[src/rtl/qenc_pkg.sv]
package qenc_pkg;
  localparam int ADDR_W = 3;

  typedef enum logic [1:0] {
    MODE_CLK = 2'd0,
    MODE_X2A = 2'd1,
    MODE_X2B = 2'd2,
    MODE_X4  = 2'd3
  } qenc_mode_e;

  localparam logic [ADDR_W-1:0] REG_CTRL = 3'd0;
  localparam logic [ADDR_W-1:0] REG_MODE = 3'd1;
  localparam logic [ADDR_W-1:0] REG_EVT  = 3'd2;
  localparam logic [ADDR_W-1:0] REG_CNT  = 3'd3;
  localparam logic [ADDR_W-1:0] REG_CEIL = 3'd4;
endpackage

[src/rtl/qenc_sync.sv]
module qenc_sync #(
  parameter int STAGES = 2
) (
  input  logic clk_i,
  input  logic rst_ni,
  input  logic d_i,
  output logic lvl_o,
  output logic edge_o
);
  logic [STAGES-1:0] chain_q;
  logic              prev_q;

  always_ff @(posedge clk_i or negedge rst_ni) begin
    if (!rst_ni) begin
      chain_q <= '0;
      prev_q  <= 1'b0;
    end else begin
      chain_q <= {chain_q[STAGES-2:0], d_i};
      prev_q  <= chain_q[STAGES-1];
    end
  end

  assign lvl_o  = chain_q[STAGES-1];
  assign edge_o = chain_q[STAGES-1] ^ prev_q;
endmodule

[src/rtl/qenc_decode.sv]
module qenc_decode
  import qenc_pkg::*;
(
  input  qenc_mode_e mode_i,
  input  logic       lvl_a_i,
  input  logic       lvl_b_i,
  input  logic       edge_a_i,
  input  logic       edge_b_i,
  output logic       up_o,
  output logic       dn_o
);
  always_comb begin
    up_o = 1'b0;
    dn_o = 1'b0;
    unique case (mode_i)
      MODE_CLK: up_o = 1'b1;
      MODE_X2A: if (edge_a_i) begin
        up_o = lvl_a_i != lvl_b_i;
        dn_o = lvl_a_i == lvl_b_i;
      end
      MODE_X2B: if (edge_b_i) begin
        up_o = lvl_b_i == lvl_a_i;
        dn_o = lvl_b_i != lvl_a_i;
      end
      MODE_X4: if (edge_a_i ^ edge_b_i) begin
        // single-phase edge only; both changing is an illegal jump
        if (edge_a_i) begin
          up_o = lvl_a_i != lvl_b_i;
          dn_o = lvl_a_i == lvl_b_i;
        end else begin
          up_o = lvl_b_i == lvl_a_i;
          dn_o = lvl_b_i != lvl_a_i;
        end
      end
      default: ;
    endcase
  end
endmodule

[src/rtl/qenc_core.sv]
module qenc_core #(
  parameter int CNT_W = 16
) (
  input  logic             clk_i,
  input  logic             rst_ni,
  input  logic             en_i,
  input  logic             up_i,
  input  logic             dn_i,
  input  logic             cnt_we_i,
  input  logic [CNT_W-1:0] cnt_wdata_i,
  input  logic             ceil_we_i,
  input  logic [CNT_W-1:0] ceil_wdata_i,
  input  logic             preload_i,
  input  logic             ug_i,
  output logic [CNT_W-1:0] cnt_o,
  output logic [CNT_W-1:0] ceil_buf_o,
  output logic             dir_o
);
  logic [CNT_W-1:0] cnt_q, ceil_q, buf_q;
  logic             dir_q, step, top_hit, bot_hit, uev;

  assign top_hit = cnt_q >= ceil_q;
  assign bot_hit = cnt_q == '0;
  assign step    = en_i && (up_i || dn_i) && !cnt_we_i;
  assign uev     = ug_i || (step && (up_i ? top_hit : bot_hit));

  always_ff @(posedge clk_i or negedge rst_ni) begin
    if (!rst_ni) begin
      cnt_q <= '0;
      dir_q <= 1'b0;
    end else if (cnt_we_i) begin
      cnt_q <= cnt_wdata_i;
    end else if (step) begin
      dir_q <= dn_i;
      if (up_i) cnt_q <= top_hit ? '0 : cnt_q + 1'b1;
      else      cnt_q <= bot_hit ? ceil_q : cnt_q - 1'b1;
    end
  end

  always_ff @(posedge clk_i or negedge rst_ni) begin
    if (!rst_ni) begin
      buf_q  <= '1;
      ceil_q <= '1;
    end else begin
      if (ceil_we_i) buf_q <= ceil_wdata_i;
      if (ceil_we_i && !preload_i) ceil_q <= ceil_wdata_i;
      else if (uev)                ceil_q <= buf_q;
    end
  end

  assign cnt_o      = cnt_q;
  assign ceil_buf_o = buf_q;
  assign dir_o      = dir_q;


  freeze_chk: assert property (@(posedge clk_i) disable iff (!rst_ni)
    !en_i && !cnt_we_i |=> $stable(cnt_q));

  wr_prio_chk: assert property (@(posedge clk_i) disable iff (!rst_ni)
    cnt_we_i |=> cnt_q == $past(cnt_wdata_i));

  wrap_up_chk: assert property (@(posedge clk_i) disable iff (!rst_ni)
    en_i && up_i && !cnt_we_i && cnt_q == ceil_q |=> cnt_q == '0);

  wrap_dn_chk: assert property (@(posedge clk_i) disable iff (!rst_ni)
    en_i && dn_i && !cnt_we_i && cnt_q == '0 |=> cnt_q == $past(ceil_q));

  ceil_now_chk: assert property (@(posedge clk_i) disable iff (!rst_ni)
    ceil_we_i && !preload_i |=> ceil_q == $past(ceil_wdata_i));

  ceil_hold_chk: assert property (@(posedge clk_i) disable iff (!rst_ni)
    preload_i && !ug_i && !en_i |=> $stable(ceil_q));

  dir_dn_chk: assert property (@(posedge clk_i) disable iff (!rst_ni)
    en_i && dn_i && !cnt_we_i |=> dir_q);
endmodule

[src/rtl/qenc_counter.sv]
module qenc_counter
  import qenc_pkg::*;
#(
  parameter int CNT_W       = 16,
  parameter int DATA_W      = 32,
  parameter int SYNC_STAGES = 2
) (
  input  logic              clk_i,
  input  logic              rst_ni,
  input  logic              enc_a_i,
  input  logic              enc_b_i,
  input  logic [ADDR_W-1:0] addr_i,
  input  logic              we_i,
  input  logic [DATA_W-1:0] wdata_i,
  output logic [DATA_W-1:0] rdata_o
);
  localparam logic [DATA_W-1:0] CEIL_MAX = DATA_W'({CNT_W{1'b1}});

  logic [1:0] raw, lvl, edg;
  logic       en_q, pre_q, up, dn, dir, ug, cnt_we, ceil_we;
  qenc_mode_e mode_q;
  logic [CNT_W-1:0] cnt, ceil_buf;

  assign raw = {enc_b_i, enc_a_i};

  for (genvar i = 0; i < 2; i++) begin : g_sync
    qenc_sync #(.STAGES(SYNC_STAGES)) i_sync (
      .clk_i (clk_i),
      .rst_ni(rst_ni),
      .d_i   (raw[i]),
      .lvl_o (lvl[i]),
      .edge_o(edg[i])
    );
  end

  qenc_decode i_decode (
    .mode_i  (mode_q),
    .lvl_a_i (lvl[0]),
    .lvl_b_i (lvl[1]),
    .edge_a_i(edg[0]),
    .edge_b_i(edg[1]),
    .up_o    (up),
    .dn_o    (dn)
  );

  always_ff @(posedge clk_i or negedge rst_ni) begin
    if (!rst_ni) begin
      en_q   <= 1'b0;
      pre_q  <= 1'b0;
      mode_q <= MODE_CLK;
    end else if (we_i) begin
      if (addr_i == REG_CTRL) begin
        en_q  <= wdata_i[0];
        pre_q <= wdata_i[1];
      end
      if (addr_i == REG_MODE) mode_q <= qenc_mode_e'(wdata_i[1:0]);
    end
  end

  assign ug      = we_i && addr_i == REG_EVT && wdata_i[0];
  assign cnt_we  = we_i && addr_i == REG_CNT;
  assign ceil_we = we_i && addr_i == REG_CEIL && wdata_i <= CEIL_MAX;

  qenc_core #(.CNT_W(CNT_W)) i_core (
    .clk_i       (clk_i),
    .rst_ni      (rst_ni),
    .en_i        (en_q),
    .up_i        (up),
    .dn_i        (dn),
    .cnt_we_i    (cnt_we),
    .cnt_wdata_i (wdata_i[CNT_W-1:0]),
    .ceil_we_i   (ceil_we),
    .ceil_wdata_i(wdata_i[CNT_W-1:0]),
    .preload_i   (pre_q),
    .ug_i        (ug),
    .cnt_o       (cnt),
    .ceil_buf_o  (ceil_buf),
    .dir_o       (dir)
  );

  always_comb begin
    rdata_o = '0;
    unique case (addr_i)
      REG_CTRL: rdata_o[2:0] = {dir, pre_q, en_q};
      REG_MODE: rdata_o[1:0] = mode_q;
      REG_CNT:  rdata_o      = DATA_W'(cnt);
      REG_CEIL: rdata_o      = DATA_W'(ceil_buf);
      default:  rdata_o      = '0;
    endcase
  end


  clk_mode_chk: assert property (@(posedge clk_i) disable iff (!rst_ni)
    mode_q == MODE_CLK |-> up && !dn);

  x4_jump_chk: assert property (@(posedge clk_i) disable iff (!rst_ni)
    mode_q == MODE_X4 && edg[0] && edg[1] |-> !up && !dn);

  x2a_quiet_chk: assert property (@(posedge clk_i) disable iff (!rst_ni)
    mode_q == MODE_X2A && !edg[0] |-> !up && !dn);

  x2b_quiet_chk: assert property (@(posedge clk_i) disable iff (!rst_ni)
    mode_q == MODE_X2B && !edg[1] |-> !up && !dn);

  one_step_chk: assert property (@(posedge clk_i) disable iff (!rst_ni)
    $onehot0({up, dn}));
endmodule

[config.mk]
export PLATFORM = sky130hd
export DESIGN_NAME = qenc_counter
export DESIGN_NICKNAME = d
export VERILOG_FILES = /design/src/rtl/qenc_pkg.sv /design/src/rtl/qenc_sync.sv /design/src/rtl/qenc_decode.sv /design/src/rtl/qenc_core.sv /design/src/rtl/qenc_counter.sv
export SDC_FILE = /design/constraint.sdc
export NUM_CORES = 1
export LEC_CHECK = 0
export BUFFER_PORTS_ARGS = -buffer_cell sky130_fd_sc_hd__buf_2
export CORE_MARGIN = 1.5
export CORE_UTILIZATION = 54
export DETAILED_ROUTE_END_ITERATION = 8
export HOLD_SLACK_MARGIN = 0.02
export PLACE_DENSITY = 0.83
export SLEW_MARGIN = 15
export SYNTH_ARGS = -nofsm -noshare
export SYNTH_HDL_FRONTEND = slang
export SYNTH_SLANG_ARGS = --single-unit
[constraint.sdc]
create_clock -name clk_i -period 5.5 [get_ports clk_i]
set_input_delay 0.55 -clock clk_i [delete_from_list [all_inputs] [get_ports clk_i]]
set_output_delay 0.55 -clock clk_i [all_outputs]
set_load 0.03 [all_outputs]
# Yosys cells after proc, flatten, opt, wreduce, memory -nomap -nowiden
# Index checks and enable logic that the tools add are counted.
# totals
regBits	59
latchBits	0
ramBits	0
romBits	0
inputBits	40
out_inout_bits	32
word_cells	72
memories	0
# classes
addsub	2
n_mul	0
div	0
n_lt_le_gt_ge	2
eq_ne	11
n_shift	0
muxes	21
bitwise	4
reduce_logical	21
# ops
op	n
2-to-1 mux 16 bit	7
less-or-equal comparator 32 x 16 -> 1 bit, second input constant	1
one-hot mux 13 bit (2 select lines)	1
adder 16 x 1 -> 16 bit, second input constant	1
greater-or-equal comparator 16 bit	1
zero test 16 bit	1
subtractor 16 x 1 -> 16 bit, second input constant	1
logical AND 1 bit	9
2-to-1 mux 1 bit	9
one-hot mux 2 bit (4 select lines)	1
== test 3 x 2 -> 1 bit, second input constant	2
one-hot mux 1 bit (3 select lines)	2
AND reduction 2 bit	3
== test 2 bit, second input constant	2
one-hot mux 1 bit (4 select lines)	1
nonzero test 2 bit	2
== test 3 x 1 -> 1 bit, second input constant	1
== test 3 bit, second input constant	1
zero test 3 bit	1
XOR 1 bit	3
== test 1 bit	2
== test 2 x 1 -> 1 bit, second input constant	1
zero test 1 bit	2
zero test 2 bit	1
other kinds (3)	5

# Depth between registers and ports, before layout
# logic_depth
depth_word	11
depth_mapped	13

# Hierarchy
# Synthesis repeated with hierarchy kept, for this count alone.
# hier_totals
cells_unflattened	523
hier_area_um2	4603.2
# by_module_without_submodules
module	instances	cells_each	area_each_um2	seq_area_each_um2
qenc_core	1	426	3647.2	1266.2
qenc_counter	1	73	676.9	100.1
qenc_sync	2	4	83.8	75.1
qenc_decode	1	16	111.4	0.0

# Least setup slack after synthesis
# OpenSTA, ideal clock, no wires.
# synth_path
path_type	input-to-output
start	input port addr_i[0]
end	output port rdata_o[1]
arrival_time_ns	1.946
t_required_ns	4.950
slack_ns	3.004
path_stages	6
path_buffers	2
path_cell_list	clkbuf_1 -> nand2_1 -> nor2_1 -> clkbuf_1 -> nand2_1 -> o21ai_0
# synth_via
elab_chain_len	2
elab_cells_between_ends	5
cone_classes	eq/ne: 3; mux: 1; reduce/logical: 1
# synth_rtl
item	line	rtl
start: declaration	qenc_counter.sv:12	input logic [ADDR_W-1:0] addr_i,
== test 3 bit, or another cell as far along	qenc_counter.sv:83	unique case (addr_i)
one-hot mux 2 bit (4 select lines) *	qenc_counter.sv:83	
end: declaration	qenc_counter.sv:15	output logic [DATA_W-1:0] rdata_o
# Mark *: on every way between the ends. The rest lies on a longest branch, timed or not.

# Worst setup path after layout
# layout_path
start	register i_core.cnt_q[0], in the netlist i_core.cnt_o[0]
end	register i_core.ceil_q[1]
# layout_via
elab_chain_len	5
elab_cells_between_ends	6
cone_classes	order compare: 1; mux: 1; reduce/logical: 4
# layout_rtl
item	line	rtl
start: declaration	qenc_core.sv:19	logic [CNT_W-1:0] cnt_q, ceil_q, buf_q;
start signal: assignment	qenc_core.sv:32	cnt_q <= cnt_wdata_i;
start signal: assignment	qenc_core.sv:35	if (up_i) cnt_q <= top_hit ? '0 : cnt_q + 1'b1;
start signal: assignment	qenc_core.sv:36	else cnt_q <= bot_hit ? ceil_q : cnt_q - 1'b1;
greater-or-equal comparator 16 bit / zero test 16 bit (equally long branches)	qenc_core.sv:22, qenc_core.sv:23	
2-to-1 mux 1 bit *	qenc_core.sv:25	assign uev = ug_i || (step && (up_i ? top_hit : bot_hit));
logical AND 1 bit *	qenc_core.sv:25	
logical OR 1 bit *	qenc_core.sv:25	
nonzero test 2 bit (no line) *	n/a	
end signal: assignment	qenc_core.sv:46	if (ceil_we_i && !preload_i) ceil_q <= ceil_wdata_i;
end signal: assignment	qenc_core.sv:47	else if (uev) ceil_q <= buf_q;
end: declaration	qenc_core.sv:19	
# Marks and branches as above.
# A chain may end at the register's enable or synchronous reset.

==> results.json <==
{
  "io_pins": 72,
  "post-cts-setup-buffers": 0,
  "start_util_pct": 55.4,
  "p_leak_nw": 2.03,
  "period_share_pct": 69.1,
  "worstSetupPathType": "flip-flop to flip-flop",
  "htreeDepth": 3,
  "yosysWarnings": 0,
  "dpl.hpwl_um": 7770,
  "sw_frac_of_total_pct": 44.1,
  "yosysMostFrequentCell": "nor2_1",
  "root_buffer": "clkbuf_8",
  "track_usage_pct": 27.0,
  "syn_inst": 503,
  "cts_hold_buf": 0,
  "final_layout_size_suffix_gt1_share_pct": 29.0,
  "drc": 0,
  "routed_wirelength_um": 11400,
  "fp-row-count": 33,
  "antenna_found_initial": 0,
  "clock_latency_ns": 0.36,
  "power_density_mw_per_mm2": 466,
  "rsz0062_at_grt": "no",
  "min_path_type": "input pin to flip-flop",
  "totalPowerFinal_mw": 2.31,
  "drt_iter0_markers": 293,
  "grt-ovfl-total": 0,
  "async_flop_share_pct": 100,
  "final.setup.worst_slack_ns": 1.70,
  "finalSetupViolCount": 0,
  "seqPwrFrac_pct": 36.9,
  "vias_per_cell": 6.19,
  "cp-start-kind": "flip-flop",
  "power.switching_mw": 1.02,
  "ir_worst_vdd_uv": 170,
  "synth-seq-cells": 59,
  "netlist_area_mm2": 0.00453,
  "dieArea_mm2": 0.00895,
  "grt_max_degree": 60,
  "dr.pass1.iters": 5,
  "clk_path_buf_depth": 2,
  "cp.arrival_ns": 4.08,
  "r2r-start": "i_core.cnt_o[0]",
  "synth_flop_cell": "dfstp_2",
  "cts_buffers": 9,
  "synth_commonest_cells": "51 x nor2_1, 32 x dfstp_2, 29 x a21oi_1, 28 x nand2_1, 27 x dfrtp_1",
  "finalClockSkew_ns": 0.00777,
  "crit_start": "i_core.cnt_o[0]",
  "postRouteAntennaNets": 0,
  "internal_power_mw": 1.29,
  "crit_required_ns": 5.78,
  "maxSlewHeadroom_pct": 19.6,
  "yosys.area.top_type": "dfstp_2",
  "fmax_mhz": 263,
  "hold_start": "enc_a_i",
  "grt_pass1_vias": 3761,
  "synth_top_area_share_pct": 18.6,
  "end_kind": "flip-flop",
  "worst_pin_slew_ns": 1.20,
  "status": "complete, no violations",
  "fin_tns_setup_ns": 0,
  "pre_cts_slack_ns": 1.62,
  "die_x_um": 94.6,
  "cts_tree": "done",
  "fillerInstances": 714,
  "syn_avg_cell_area_um2": 9.01,
  "port_buffers": 55,
  "diodes": 0,
  "fin_nets": 598,
  "cap_violations": 0,
  "grt_pass1_wl_um": 18600,
  "area_growth_pct": 9.28,
  "hold_violations": 0,
  "layout_min_cycle_time_ns": 3.80,
  "clockPowerShare_pct": 20.2,
  "coreArea_mm2": 0.00818,
  "final_max_slew_viol_count": 0,
  "gp_congestion": 0.981,
  "crit_fanout": 32,
  "dr_total_vias": 4008,
  "yosysUniqueCellTypes": 68,
  "synth_edf_count": 0,
  "die_h_um": 94.6,
  "combPwrFrac_pct": 43.0,
  "post_cts_resized": 0,
  "ys_seq_area_share_pct": 33.5,
  "ys_top_cells_by_area": "dfstp_2 19%, dfrtp_1 15%, ha_1 5.8%, mux2_2 5.0%, nor2_1 4.2%",
  "clkTransAtPathRegs_ns": 0.07,
  "wl_per_cell_um": 17.7,
  "clock_sinks": 59
}
==> power groups by stage <==
| stage | registers, mW | clock network (mW) | logic, mW |
|---|---|---|---|
| final | 0.851 | 0.465 | 0.991 |
| after CTS | 0.840 | 0.465 | 0.975 |
| after floorplan | 0.692 | 0 | 0.906 |
| after global placement | 0.837 | 0 | 0.914 |
| after detailed placement | 0.846 | 0 | 0.959 |
| after global routing | 0.875 | 0.484 | 1.10 |
==> metrics by stage <==
stage / cells / hold WS (ns) / utilization, % / instance area (µm²)
floorplan: 518 / 0.254 / - / 4590
global placement: 631 / 0.351 / 57.8 / 4720
detailed placement: 631 / 0.349 / 57.8 / 4720
CTS: 647 / 0.293 / 60.6 / 4950
global route: 647 / 0.290 / 60.6 / 4950
finish: 647 / 0.292 / 60.6 / 4950
==> layout make-up <==
cell class              count  area, µm²  area share (%)
repair buffers             60        313            6.32
clock buffers              12        155            3.13
inverters                  20       75.1            1.52
flip-flops and latches     59       1520            30.6
clock inverters             4       72.6            1.47
multi-input cells         387       2690            54.3
well taps                 105        131            2.65
==> critical path, cell delays in order (launching register included) <==
cell and delay, ns:
dfrtp_1 0.49, inv_1 0.20, ha_1 0.29, nor4b_1 0.30, nand4_1 0.65, a211oi_1 0.45
nor3_1 0.13, a22oi_4 0.85, nor2_1 0.16, a21oi_2 0.19
==> cell families (layout without fill, tap and decap cells) <==
group / after synthesis / in the layout / share of synthesized area (%)
AO/OA/AOI/OAI: 132 / 132 / 20.4
XOR/XNOR: 19 / 19 / 3.84
adder cells (fa/ha/maj): 21 / 21 / 5.80
buffers and inverters: 72 / 96 / 8.56
flip-flops: 59 / 59 / 33.5
multiplexers: 38 / 38 / 8.95
other: 1 / 16 / 0.0828
AND/OR/NAND/NOR: 161 / 161 / 18.9
==> cells in the final DEF (no fill, tap or decap), drive strengths merged, types with 7 or more instances in the layout <==
cell type,n
dfstp,32
mux2i,18
nor2,51
buf,60
nand3,14
o21ai,25
ha,21
a21oi,43
nor4,9
dfrtp,27
nand2,29
xor2,9
a22o,14
conb,16
mux2,20
nor3,12
a211oi,7
a31oi,13
xnor2,10
inv,20
clkbuf,12
==> state kept, by name (all words and copies together), names as in the netlist <==
name                   cells
pre_q                      1
mode_q                     2
i_core.cnt_o              16
i_core.ceil_buf_o         16
g_sync.i_sync.prev_q       2
g_sync.i_sync.chain_q      4
en_q                       1
i_core.ceil_q             16
i_core.dir_o               1
==> final timing paths <==
check / end / slack, ns / cells after the start
setup reg to reg: i_core.ceil_q[1] / 1.70 / 9
min in group asynchronous: mode_q[1] / 0.34 / 2
hold reg to reg: g_sync[1].i_sync.chain_q[1] / 0.37 / 0
hold / removal: g_sync[0].i_sync.chain_q[0] / 0.29 / 1
max in group asynchronous: i_core.cnt_o[4] / 4.67 / 2
setup / recovery: i_core.ceil_q[1] / 1.70 / 9
==> per-layer routing <==
layer	vias up	part of all wire (%)	track usage, %
li1	1858	-	-
met1	1926	43	35.1
met2	200	47	43.4
met3	24	7.9	5.23
met4	0	2.3	12.3
met5	-	0	0
Power figures use the tool's default switching activity.
